### config.mk
export PLATFORM = sky130hd
export DESIGN_NAME = pinport
export DESIGN_NICKNAME = d
export VERILOG_FILES = /design/src/rtl/pinport_pkg.sv /design/src/rtl/pinport_sync.sv /design/src/rtl/pinport_regs.sv /design/src/rtl/pinport_pad.sv /design/src/rtl/pinport.sv
export SDC_FILE = /design/constraint.sdc
export NUM_CORES = 1
export LEC_CHECK = 0
export BUFFER_PORTS_ARGS = -buffer_cell sky130_fd_sc_hd__clkbuf_2
export CORE_MARGIN = 3
export CORE_UTILIZATION = 40
export DETAILED_ROUTE_END_ITERATION = 7
export PLACE_DENSITY = 0.6
export SYNTH_ARGS = -nofsm -noshare
export SYNTH_HDL_FRONTEND = slang
export SYNTH_HIERARCHICAL = 1
export SYNTH_SLANG_ARGS = --single-unit
### constraint.sdc
create_clock -name clk -period 2.6 [get_ports clk]
set_input_delay 0.39 -clock clk [delete_from_list [all_inputs] [get_ports clk]]
set_output_delay 0.39 -clock clk [all_outputs]
set_load 0.05 [all_outputs]
### src/rtl/pinport_pkg.sv
package pinport_pkg;

   typedef enum logic [1:0] {
      SEL_DATA = 2'd0,
      SEL_DIR  = 2'd1,
      SEL_MODE = 2'd2,
      SEL_NONE = 2'd3
   } reg_sel_e;

   typedef enum logic [1:0] {
      OP_LOAD = 2'd0,
      OP_SET  = 2'd1,
      OP_CLR  = 2'd2,
      OP_NOP  = 2'd3
   } wr_op_e;

endpackage

### src/rtl/pinport_sync.sv
module pinport_sync #(
   parameter int WIDTH = 6
) (
   input  logic             clk,
   input  logic             rst_n,
   input  logic [WIDTH-1:0] async_i,
   output logic [WIDTH-1:0] sync_o
);

   logic [WIDTH-1:0] meta_q;
   logic [WIDTH-1:0] stab_q;

   always_ff @(posedge clk or negedge rst_n) begin
      if (!rst_n) begin
         meta_q <= '0;
         stab_q <= '0;
      end else begin
         meta_q <= async_i;
         stab_q <= meta_q;
      end
   end

   assign sync_o = stab_q;

endmodule

### src/rtl/pinport_regs.sv
module pinport_regs
   import pinport_pkg::*;
#(
   parameter int               WIDTH   = 6,
   parameter logic [WIDTH-1:0] ANA_CAP = 6'b101111,
   localparam int              IDX_W   = (WIDTH > 1) ? $clog2(WIDTH) : 1
) (
   input  logic             clk,
   input  logic             rst_n,
   input  logic             wr_en,
   input  reg_sel_e         sel,
   input  wr_op_e           op,
   input  logic [IDX_W-1:0] bitsel,
   input  logic [WIDTH-1:0] wdata,
   input  logic [WIDTH-1:0] pin_dig,
   output logic [WIDTH-1:0] lat_q,
   output logic [WIDTH-1:0] dir_q,
   output logic [WIDTH-1:0] mode_q
);

   logic [31:0]      idx_ext;
   logic             idx_ok;
   logic             is_bitop;
   logic [WIDTH-1:0] bit_mask;
   logic [WIDTH-1:0] lat_d;
   logic [WIDTH-1:0] dir_d;
   logic [WIDTH-1:0] mode_d;

   assign idx_ext  = 32'(bitsel);
   assign idx_ok   = idx_ext < 32'(WIDTH);
   assign is_bitop = (op == OP_SET) || (op == OP_CLR);
   assign bit_mask = idx_ok ? (WIDTH'(1) << bitsel) : '0;

   function automatic logic [WIDTH-1:0] apply_op(
      input wr_op_e           o,
      input logic [WIDTH-1:0] base,
      input logic [WIDTH-1:0] load,
      input logic [WIDTH-1:0] msk,
      input logic             ok
   );
      logic [WIDTH-1:0] r;
      r = base;
      case (o)
         OP_LOAD: r = load;
         OP_SET:  if (ok) r = base | msk;
         OP_CLR:  if (ok) r = base & ~msk;
         default: r = base;
      endcase
      return r;
   endfunction

   always_comb begin
      lat_d  = lat_q;
      dir_d  = dir_q;
      mode_d = mode_q;
      if (wr_en) begin
         case (sel)
            SEL_DATA: begin
               if (op == OP_LOAD)
                  lat_d = wdata;
               else if (is_bitop && idx_ok)
                  lat_d = apply_op(op, pin_dig, wdata, bit_mask, idx_ok);
            end
            SEL_DIR:  dir_d  = apply_op(op, dir_q, wdata, bit_mask, idx_ok);
            SEL_MODE: mode_d = apply_op(op, mode_q, wdata, bit_mask, idx_ok) & ANA_CAP;
            default: ;
         endcase
      end
   end

   always_ff @(posedge clk or negedge rst_n) begin
      if (!rst_n) begin
         lat_q  <= '0;
         dir_q  <= '1;
         mode_q <= ANA_CAP;
      end else begin
         lat_q  <= lat_d;
         dir_q  <= dir_d;
         mode_q <= mode_d;
      end
   end


   load_lat_chk: assert property (@(posedge clk) disable iff (!rst_n)
      (wr_en && sel == SEL_DATA && op == OP_LOAD) |=> (lat_q == $past(wdata)));


   set_lat_chk: assert property (@(posedge clk) disable iff (!rst_n)
      (wr_en && sel == SEL_DATA && op == OP_SET && idx_ok)
         |=> ((lat_q & $past(bit_mask)) != '0));


   clr_lat_chk: assert property (@(posedge clk) disable iff (!rst_n)
      (wr_en && sel == SEL_DATA && op == OP_CLR && idx_ok)
         |=> ((lat_q & $past(bit_mask)) == '0));


   bad_idx_chk: assert property (@(posedge clk) disable iff (!rst_n)
      (wr_en && is_bitop && !idx_ok)
         |=> ($stable(lat_q) && $stable(dir_q) && $stable(mode_q)));

endmodule

### src/rtl/pinport_pad.sv
module pinport_pad #(
   parameter int WIDTH  = 6,
   parameter int OD_BIT = 4
) (
   input  logic [WIDTH-1:0] lat,
   input  logic [WIDTH-1:0] dir,
   output logic [WIDTH-1:0] drv_o,
   output logic [WIDTH-1:0] drv_oe
);

   for (genvar i = 0; i < WIDTH; i++) begin : g_line
      if (i == OD_BIT) begin : g_open_drain
         assign drv_o[i]  = 1'b0;
         assign drv_oe[i] = ~dir[i] & ~lat[i];
      end else begin : g_push_pull
         assign drv_o[i]  = lat[i];
         assign drv_oe[i] = ~dir[i];
      end
   end

endmodule

### src/rtl/pinport.sv
module pinport
   import pinport_pkg::*;
#(
   parameter int               WIDTH   = 6,
   parameter int               OD_BIT  = 4,
   parameter logic [WIDTH-1:0] ANA_CAP = 6'b101111,
   localparam int              IDX_W   = (WIDTH > 1) ? $clog2(WIDTH) : 1
) (
   input  logic             clk,
   input  logic             rst_n,
   input  logic [1:0]       addr,
   input  logic             wr_en,
   input  logic [1:0]       wr_op,
   input  logic [IDX_W-1:0] wr_bit,
   input  logic [WIDTH-1:0] wr_data,
   input  logic             rd_en,
   output logic [WIDTH-1:0] rd_data,
   input  logic [WIDTH-1:0] pin_i,
   output logic [WIDTH-1:0] pin_o,
   output logic [WIDTH-1:0] pin_oe,
   output logic             tmr_clk
);

   if (WIDTH < 2 || WIDTH > 16) begin : g_bad_width
      $error("pinport: WIDTH out of range");
   end
   if (OD_BIT < 0 || OD_BIT >= WIDTH) begin : g_bad_od
      $error("pinport: OD_BIT outside the port");
   end else if (ANA_CAP[OD_BIT]) begin : g_bad_cap
      $error("pinport: open-drain line cannot be analog-capable");
   end

   reg_sel_e         sel;
   wr_op_e           op;
   logic [WIDTH-1:0] sync_lvl;
   logic [WIDTH-1:0] pin_dig;
   logic [WIDTH-1:0] lat_q;
   logic [WIDTH-1:0] dir_q;
   logic [WIDTH-1:0] mode_q;
   logic [WIDTH-1:0] rd_mux;

   assign sel = reg_sel_e'(addr);
   assign op  = wr_op_e'(wr_op);

   pinport_sync #(.WIDTH(WIDTH)) u_sync (
      .clk     (clk),
      .rst_n   (rst_n),
      .async_i (pin_i),
      .sync_o  (sync_lvl)
   );

   assign pin_dig = sync_lvl & ~mode_q;
   assign tmr_clk = sync_lvl[OD_BIT];

   pinport_regs #(.WIDTH(WIDTH), .ANA_CAP(ANA_CAP)) u_regs (
      .clk     (clk),
      .rst_n   (rst_n),
      .wr_en   (wr_en),
      .sel     (sel),
      .op      (op),
      .bitsel  (wr_bit),
      .wdata   (wr_data),
      .pin_dig (pin_dig),
      .lat_q   (lat_q),
      .dir_q   (dir_q),
      .mode_q  (mode_q)
   );

   pinport_pad #(.WIDTH(WIDTH), .OD_BIT(OD_BIT)) u_pad (
      .lat    (lat_q),
      .dir    (dir_q),
      .drv_o  (pin_o),
      .drv_oe (pin_oe)
   );

   always_comb begin
      case (sel)
         SEL_DATA: rd_mux = pin_dig;
         SEL_DIR:  rd_mux = dir_q;
         SEL_MODE: rd_mux = mode_q;
         default:  rd_mux = '0;
      endcase
   end

   always_ff @(posedge clk or negedge rst_n) begin
      if (!rst_n)
         rd_data <= '0;
      else if (rd_en)
         rd_data <= rd_mux;
   end

   logic [1:0] warm_q;
   always_ff @(posedge clk or negedge rst_n) begin
      if (!rst_n)
         warm_q <= '0;
      else if (warm_q != 2'd3)
         warm_q <= warm_q + 2'd1;
   end


   oe_dir_chk: assert property (@(posedge clk) disable iff (!rst_n)
      ((pin_oe & dir_q) == '0));


   od_low_chk: assert property (@(posedge clk) disable iff (!rst_n)
      pin_oe[OD_BIT] |-> (!lat_q[OD_BIT] && !dir_q[OD_BIT] && !pin_o[OD_BIT]));


   tap_delay_chk: assert property (@(posedge clk) disable iff (!rst_n)
      (warm_q >= 2'd2) |-> (tmr_clk == $past(pin_i[OD_BIT], 2)));


   analog_zero_chk: assert property (@(posedge clk) disable iff (!rst_n)
      (rd_en && sel == SEL_DATA) |=> ((rd_data & $past(mode_q)) == '0));


   rd_hold_chk: assert property (@(posedge clk) disable iff (!rst_n)
      !rd_en |=> $stable(rd_data));

endmodule

==> metrics.md, run 1 <==
| Metric | Value |
|---|---|
| Synth async-reset ratio | `1.00` |
| Top post-synthesis cells by area | `dfrtp_1 (30%), dfstp_2 (14%), nand2_1 (4.6%), a21oi_1 (4.4%), and2b_2 (3.5%)` |
| Net Sw Frac | `0.401` |
| Ys Warns | `6` |
| Post-synth cell types | `42` |
| Dpl hpwl | `around 3.5 mm` |
| Die ar. | `between 0.005 and 0.006 mm2` |
| Synth area leader | `dfrtp_1` |
| TNS Setup | `0 ns` |
| Worst reg-to-reg setup slack | `approximately 1.1 ns` |
| Status | `complete, no violations` |
| CTS tree | `done` |
| Synth Area in Simple Gates | `0.229` |
| Multi-input logic area | `approximately 960 um2` |
| Total number of vias | `between 1,500 and 2,000` |
| Sequential cell area | `between 800 and 900 um2` |
| Synth Area per Inst | `9.33 um2` |
| Worst min path class | `in2async` |
| Hold_buf cts | `0` |
| Avg WL per Cell | `around 15 um` |
| Clock share of power | `0.227` |
| Final setup fails | `0` |
| Post-Synth XOR/XNOR Area | `0` |
| CTS buffer count | `5` |
| Synthesized area | `a little over 0.002 mm2` |
| Max clock buf depth | `2` |
| Post-cts resize count | `0` |
| Initial DRC count | `roughly 120` |
| Launching point of the worst reg2reg path | `u_regs/mode_q[2]$_DFFE_PN1P_` |
| Synth cell count leaders | `nand2_1 (25), dfrtp_1 (24), a21oi_1 (18)` |
| Max-cap violations | `0` |
| CP max FO | `21` |
| Die span in y | `between 70 and 80 um` |
| Final ANT Viol Nets | `0` |
| Final worst path period need | `between 1.5 and 2 ns` |
| First-pass GRT wire length | `between 8 and 9 mm` |
| Final GP Congestion | `about 0.84` |
| Critical path endpoint | `u_regs/lat_q[2]$_DFFE_PN0P_` |
| Vias per cell | `5.20` |
| Syn Inst Count | `~220` |
| Internal | `1040 uW` |
| Largest family of logic cells by synthesized area | `simple AND/OR/NAND/NOR gates` |
| Worst Skew | `approximately 0.007 ns` |
| Leak | `0.00106 uW` |
| Drt total wl | `between 4 and 5 mm` |
| R2R depth | `4` |
| Synth Area in Compound Gates | `0.204` |
| Slew Limit Headroom | `0.419` |
| Postcts setup bufs | `0` |
| Max Clock Freq | `around 0.52 GHz` |
| Worst-margin pin slew | `roughly 0.87 ns` |
| GRT Overall Usage | `0.176` |
| Setup Crit Path Kind | `in2reg` |
| Share of power burned in registers | `0.426` |
| IO Port Bufs | `40` |
| Worst endpoint required time | `approximately 2.8 ns` |
| Final worst slack | `0.661 ns` |
| Grt total ovfl | `0` |
| Synth Net Count | `between 200 and 250` |
| Most common cell in the synthesized netlist | `nand2_1` |
| Clock-pin slew of the registers on the worst-case setup and hold paths | `roughly 0.080 ns` |
| Seq/Total Area, Yosys | `0.439` |
| Filler Cells Inserted | `between 400 and 500` |
| RSZ-0062 raised after global routing | `false` |
| Crit path from | `wr_op[0]` |
| Sw Pwr | `a little under 700 uW` |
| Clock root cell | `clkbuf_8` |
| Core Area | `0.00482 mm2` |
| Post-Synth Adder-Cell Area | `0.0247` |
| Tcrit/Tclk final | `0.746` |
| Largest net degree at the start of global routing | `36` |
| Mux share of post-synthesis cell area | `0.00988` |
| ANT cells | `0` |
| CP startpoint kind | `primary input` |
| Yosys reg bits | `35` |
| Pwr dens | `760 mW/mm2` |
| Yosys top cell area share | `0.296` |
| Synth-to-layout area growth | `12.7%` |
| CTS sink cnt | `35` |
| CP endpoint kind | `flop` |
| Initial antenna violation count | `0` |
| Num ports | `42` |
| Worst R2R End | `u_regs/lat_q[2]$_DFFE_PN0P_` |
| Share of layout cells above drive strength 1 | `0.294` |
| Post-layout nets | `~270` |
| Final Slew Violations | `0` |
| Primary FF master, synth | `dfrtp_1` |
| Max VDD drop | `0.000318 V` |
| Number of global-route vias before repair | `1,580` |
| Setup WS pre-CTS | `between 0.3 and 0.4 ns` |
| Final Cell Area | `0.00228 mm2` |
| DR DRC count | `0` |
| Gate power share | `0.347` |
| Area after DPL | `0.00220 mm2` |
| First-pass detailed-route iteration total | `4` |
| CTS H-tree depth | `2` |
| Initial Util | `0.421` |
| Row count | `25` |
| Data arrival, critical path | `approximately 2.2 ns` |
| Number of synthesized flops with an enable pin | `0` |
| Worst-skew pair later-pin latency | `roughly 0.29 ns` |
| Final hold vios | `0` |
| Chip Width | `between 70 and 80 um` |
-- per-stage QoR --
stage	power, uW	instances	util	hold slack, ns
2_1_floorplan	1220	217	-	0.0944
3_3_place_gp	1340	307	0.456	0.333
3_5_place_dp	1350	307	0.456	0.335
4_1_cts	1750	315	0.474	0.196
5_1_grt	1830	315	0.474	0.187
6_report	1730	315	0.474	0.195
-- layout make-up --
| cell class | instances | area share |
|---|---|---|
| Clock buffer | 6 | 0.0318 |
| Clock inverter | 2 | 0.00548 |
| Inverter | 12 | 0.0197 |
| Multi-Input combinational cell | 150 | 0.419 |
| Sequential cell | 35 | 0.390 |
| Tap cell | 67 | 0.0367 |
| Timing Repair Buffer | 43 | 0.0976 |
-- sequential cells by signal, summed over array words and instances (netlist names) --
name	flops
u_regs/dir_q	6
u_regs/mode_q	5
u_regs/lat_q	6
u_sync/meta_q	6
u_sync/sync_o	6
rd_data	6
-- cells in the final DEF, fill, tap and decap left out, types with 2 or more instances in the layout --
| cell type | n |
|---|---|
| nand3b_1 | 2 |
| dfstp_2 | 11 |
| dfrtp_1 | 24 |
| a311oi_1 | 2 |
| o22ai_1 | 7 |
| nor4bb_1 | 3 |
| a21o_1 | 2 |
| o21a_1 | 2 |
| and4b_1 | 2 |
| buf_4 | 3 |
| nand2_1 | 25 |
| clkbuf_8 | 5 |
| inv_1 | 12 |
| o311a_1 | 2 |
| o21ai_0 | 7 |
| mux2i_1 | 2 |
| nand4b_1 | 2 |
| nor2b_1 | 6 |
| conb_1 | 2 |
| ha_1 | 4 |
| a31oi_1 | 8 |
| o22a_1 | 6 |
| nand2b_1 | 5 |
| nor2_1 | 15 |
| o211ai_1 | 2 |
| a21oi_1 | 18 |
| or3b_1 | 4 |
| o31ai_1 | 4 |
| and2b_2 | 8 |
| clkbuf_2 | 40 |
-- cells by family (layout without fill, tap and decap cells) --
family,after synthesis,in the layout
multiplexers,2,2
other,2,2
AND/OR/NAND/NOR,78,78
buffers and inverters,32,63
adder cells (fa/ha/maj),4,4
flip-flops,35,35
AO/OA/AOI/OAI,64,64
-- power by group through the flow --
| stage | Clock (uW) | Combinational, uW | Sequential, uW |
|---|---|---|---|
| finish | 394 | 602 | 738 |
| global route | 430 | 650 | 753 |
| CTS | 402 | 607 | 739 |
| detailed placement | 0 | 605 | 749 |
| global placement | 0 | 600 | 745 |
| floorplan | 0 | 441 | 780 |
-- critical path, cell delays in order --
cell	delay, ns
clkbuf_2	0.10
inv_1	0.06
ha_1	0.66
nor4bb_1	0.43
o21ai_0	0.12
a311oi_1	0.30
a21o_1	0.11
-- routing by layer --
metal,track usage,vias to the layer above,part of all wire
met4,0.0712,0,0.021
met3,0.0423,8,0.058
met5,0,-,0
met1,0.249,763,0.47
met2,0.256,55,0.45
li1,-,812,-
-- how the worst min path moves through the flow --
| stage | from | end | slack [ns] | cells after the start |
|---|---|---|---|---|
| global placement | u_sync/meta_q[5]$_DFF_PN0_ | u_sync/sync_o[5]$_DFF_PN0_ | 0.33 | 0 |
| finish | rst_n | rd_data[3]$_DFFE_PN0P_ | 0.20 | 1 |
| CTS | pin_i[3] | u_sync/meta_q[3]$_DFF_PN0_ | 0.20 | 1 |
| detailed placement | u_sync/meta_q[4]$_DFF_PN0_ | u_sync/sync_o[4]$_DFF_PN0_ | 0.33 | 0 |
| global route | pin_i[1] | u_sync/meta_q[1]$_DFF_PN0_ | 0.19 | 1 |
| floorplan | rst_n | rd_data[0]$_DFFE_PN0P_ | 0.09 | 0 |
No activity file was read; power rests on OpenSTA's default activity.
==> run 2, diff against run 1 <==
- ABC_AREA: default -> 1
- clock period: 2.6 -> 2 ns (I/O delays scaled with it)
==> run 2 against run 1 <==
Against the previous run:
- critical path depth decreased by 5
- final cell count increased by 30%
- largest cell class unchanged
- final area increased by 5.5%
- first-iteration DRC count decreased by 37%
- critical endpoint is now pin_oe[2]
- synthesized cell count rose by 38%
- worst setup slack got worse by 0.086 ns
==> metrics.md, run 2 <==
| Metric | Value |
|---|---|
| GRT Overall Usage | `0.183 (+0.00728)` |
| Pwr dens | `955 mW/mm2 (+26%)` |
| Core Area | `0.00488 mm2 (+1.3%)` |
| Max Clock Freq | `about 0.7 GHz` |
| Clock-pin slew of the registers on the worst-case setup and hold paths | `0.07 ns (about the same)` |
| Max VDD drop | `0.000423 V (+33%)` |
| Setup Crit Path Kind | `reg2out` |
| Row count | `25 (unchanged)` |
| CP endpoint kind | `output pin` |
| Clock root cell | `clkbuf_8` |
| Mux share of post-synthesis cell area | `0 (-0.00988)` |
| Largest family of logic cells by synthesized area | `simple AND/OR/NAND/NOR gates` |
| Synth cell count leaders | `nand2_1 (93), inv_1 (45), nand3_1 (36)` |
| Sequential cell area | `890 um2 (unchanged)` |
| Non-filler cells, final | `408 (+30%)` |
| Dpl hpwl | `4.09 mm (+17%)` |
| Initial Util | `0.425 (+0.00435)` |
| Yosys reg bits | `35 (unchanged)` |
| Leak | `0.00139 uW (+31%)` |
| Synth Net Count | `327 (+34%)` |
| Worst reg-to-reg setup slack | `0.97 ns (-0.13 ns)` |
| Worst endpoint required time | `1.70 ns (-1.14 ns)` |
| Synth-to-layout area growth | `16.1%` |
| Primary FF master, synth | `dfrtp_1` |
| Synth Area in Compound Gates | `0.0567 (-0.148)` |
| Most common cell in the synthesized netlist | `nand2_1` |
| CP max FO | `3 (-86%)` |
| CTS buffer count | `5 (unchanged)` |
| DR DRC count | `0 (unchanged)` |
| Num ports | `42 (unchanged)` |
| R2R depth | `5 (+1)` |
| Worst Skew | `0.0107 ns (+0.00385 ns)` |
| Initial antenna violation count | `0 (unchanged)` |
| Final hold vios | `0 (unchanged)` |
| Total number of vias | `1,864 (+14%)` |
| Drt total wl | `5.10 mm (+5.4%)` |
| Largest net degree at the start of global routing | `36 (unchanged)` |
| Number of synthesized flops with an enable pin | `0 (unchanged)` |
| Area after DPL | `0.00232 mm2 (+5.4%)` |
| Synth Area in Simple Gates | `0.354 (+0.125)` |
| Final GP Congestion | `0.910 (+8.9%)` |
| CTS sink cnt | `35 (unchanged)` |
| Data arrival, critical path | `1.12 ns (-1.06 ns)` |
| Hold_buf cts | `0 (unchanged)` |
| Chip Width | `78.0 um (+1.1%)` |
| Commonest cells after routing, fill and taps aside | `nand2_1 (93), inv_1 (45), clkbuf_2 (40)` |
| First-pass GRT wire length | `8.85 mm (+9.6%)` |
| CTS tree | `done` |
| TNS Setup | `0 ns (unchanged)` |
| Top post-synthesis cells by area | `dfrtp_1 (29%), nand2_1 (17%), dfstp_2 (14%), nand3_1 (8.7%), inv_1 (8.1%)` |
| Final worst path period need | `1.42 ns` |
| IO Port Bufs | `40 (unchanged)` |
| First-pass detailed-route iteration total | `4 (unchanged)` |
| Seq/Total Area, Yosys | `0.429 (-0.0101)` |
| Multi-input logic area | `910 um2 (-4.8%)` |
| Synth Area per Inst | `6.91 um2 (-26%)` |
| Minimum hold slack | `0.0371 ns (-0.158 ns)` |
| Tot Pwr | `2300 uW (+33%)` |
| RSZ-0062 raised after global routing | `false` |
| Post-Synth Adder-Cell Area | `0.0241 (-0.000567)` |
| Final Slew Violations | `0 (unchanged)` |
| Synth async-reset ratio | `1.00 (unchanged)` |
| CTS H-tree depth | `2 (unchanged)` |
| Postcts setup bufs | `0 (unchanged)` |
| Worst R2R End | `u_regs/lat_q[3]$_DFFE_PN0P_` |
| Tcrit/Tclk final | `0.712` |
| ANT cells | `0 (unchanged)` |
| Post-Synth XOR/XNOR Area | `0 (unchanged)` |
| Yosys top cell area share | `0.290 (-0.00680)` |
| Max clock buf depth | `2 (unchanged)` |
| Avg WL per Cell | `12.5 um (-19%)` |
| Vias per cell | `4.57 (-12%)` |
| Launching point of the worst reg2reg path | `u_regs/mode_q[3]$_DFFE_PN1P_` |
| Worst-skew pair later-pin latency | `0.28 ns (about the same)` |
| Post-synth cell types | `20 (-52%)` |
| Max-cap violations | `0 (unchanged)` |
| Post-layout nets | `367 (+34%)` |
| Worst min path class | `in2async` |
| Final ANT Viol Nets | `0 (unchanged)` |
| Grt total ovfl | `0 (unchanged)` |
| Initial DRC count | `78 (-37%)` |
| Ys Warns | `6 (unchanged)` |
| Synth area leader | `dfrtp_1` |
| Final Cell Area | `0.00241 mm2 (+5.5%)` |
| Placed insts | `400 (+30%)` |
| CP startpoint kind | `flop` |
| Share of layout cells above drive strength 1 | `0.226 (-0.0685)` |
| Post-cts resize count | `0 (unchanged)` |
| Status | `complete, no violations` |
| Number of global-route vias before repair | `1,874 (+19%)` |
| Synthesized area | `0.00207 mm2 (+2.3%)` |
| Final setup fails | `0 (unchanged)` |
| Die span in y | `78.0 um (+1.1%)` |
| Die ar. | `0.00608 mm2 (+2.2%)` |
| Filler Cells Inserted | `517 (+4.0%)` |
| Syn Inst Count | `300 (+38%)` |
| Commonest non-fill, non-tap cell in the layout | `nand2_1` |
run 2: cell count changes in the layout (fill, tap and decap cells not counted), sizes merged, moves of 7 or more:
| cell | change |
|---|---|
| a31oi | -8 |
| o22ai | -7 |
| and2b | -9 |
| nor2b | -7 |
| nand2 | +70 |
| nor2 | +22 |
| inv | +38 |
| nand3 | +36 |
run 2: worst max path at each step:
stage                     slack, ns                         from                     endpoint  depth (start not counted)
after floorplan                0.63                     wr_op[0]  u_regs/lat_q[4]$_DFFE_PN0P_                         10
after global placement         0.34                     wr_op[0]  u_regs/dir_q[0]$_DFFE_PN1P_                          9
after detailed placement       0.31                     wr_op[0]  u_regs/dir_q[5]$_DFFE_PN1P_                          9
after CTS                      0.56  u_regs/dir_q[3]$_DFFE_PN1P_                    pin_oe[3]                          2
after global routing           0.48                     wr_op[0]  u_regs/dir_q[5]$_DFFE_PN1P_                          9
final                          0.58  u_regs/dir_q[2]$_DFFE_PN1P_                    pin_oe[2]                          2
run 2: metal layers:
metal	routed length, um	global-route usage
met1	2460	0.247
met2	2360	0.301
met3	244	0.0418
met4	40	0.0367
met5	0	0
run 2: cells by family (layout without fill, tap and decap cells):
kind of cell             after synthesis  after routing
other                                  2              2
adder cells (fa/ha/maj)                4              4
buffers and inverters                 63            104
AND/OR/NAND/NOR                      173            173
flip-flops                            35             35
AO/OA/AOI/OAI                         23             23
run 2: critical path, stage by stage, from the launching register on:
cell and delay [ns]:
dfstp_2 0.57, inv_1 0.05, clkbuf_2 0.23
run 2: through the flow:
step                utilization  setup WS, ns
floorplan                     -         0.625
detailed placement        0.475         0.314
global placement          0.475         0.343
CTS                       0.493         0.559
finish                    0.493         0.575
global route              0.493         0.482
run 2: final cells by class:
type | count | share of cell area
Inverter | 50 | 0.0780
Clock inverter | 1 | 0.00208
Clock buffer | 7 | 0.0359
Sequential cell | 35 | 0.370
Timing Repair Buffer | 46 | 0.102
Tap cell | 67 | 0.0348
Multi-Input combinational cell | 202 | 0.378
run 2: power by group:
part           switching, uW  total [uW]  internal (uW)
clock                    243         520            278
combinational            607         816            208
sequential              86.2         962            876
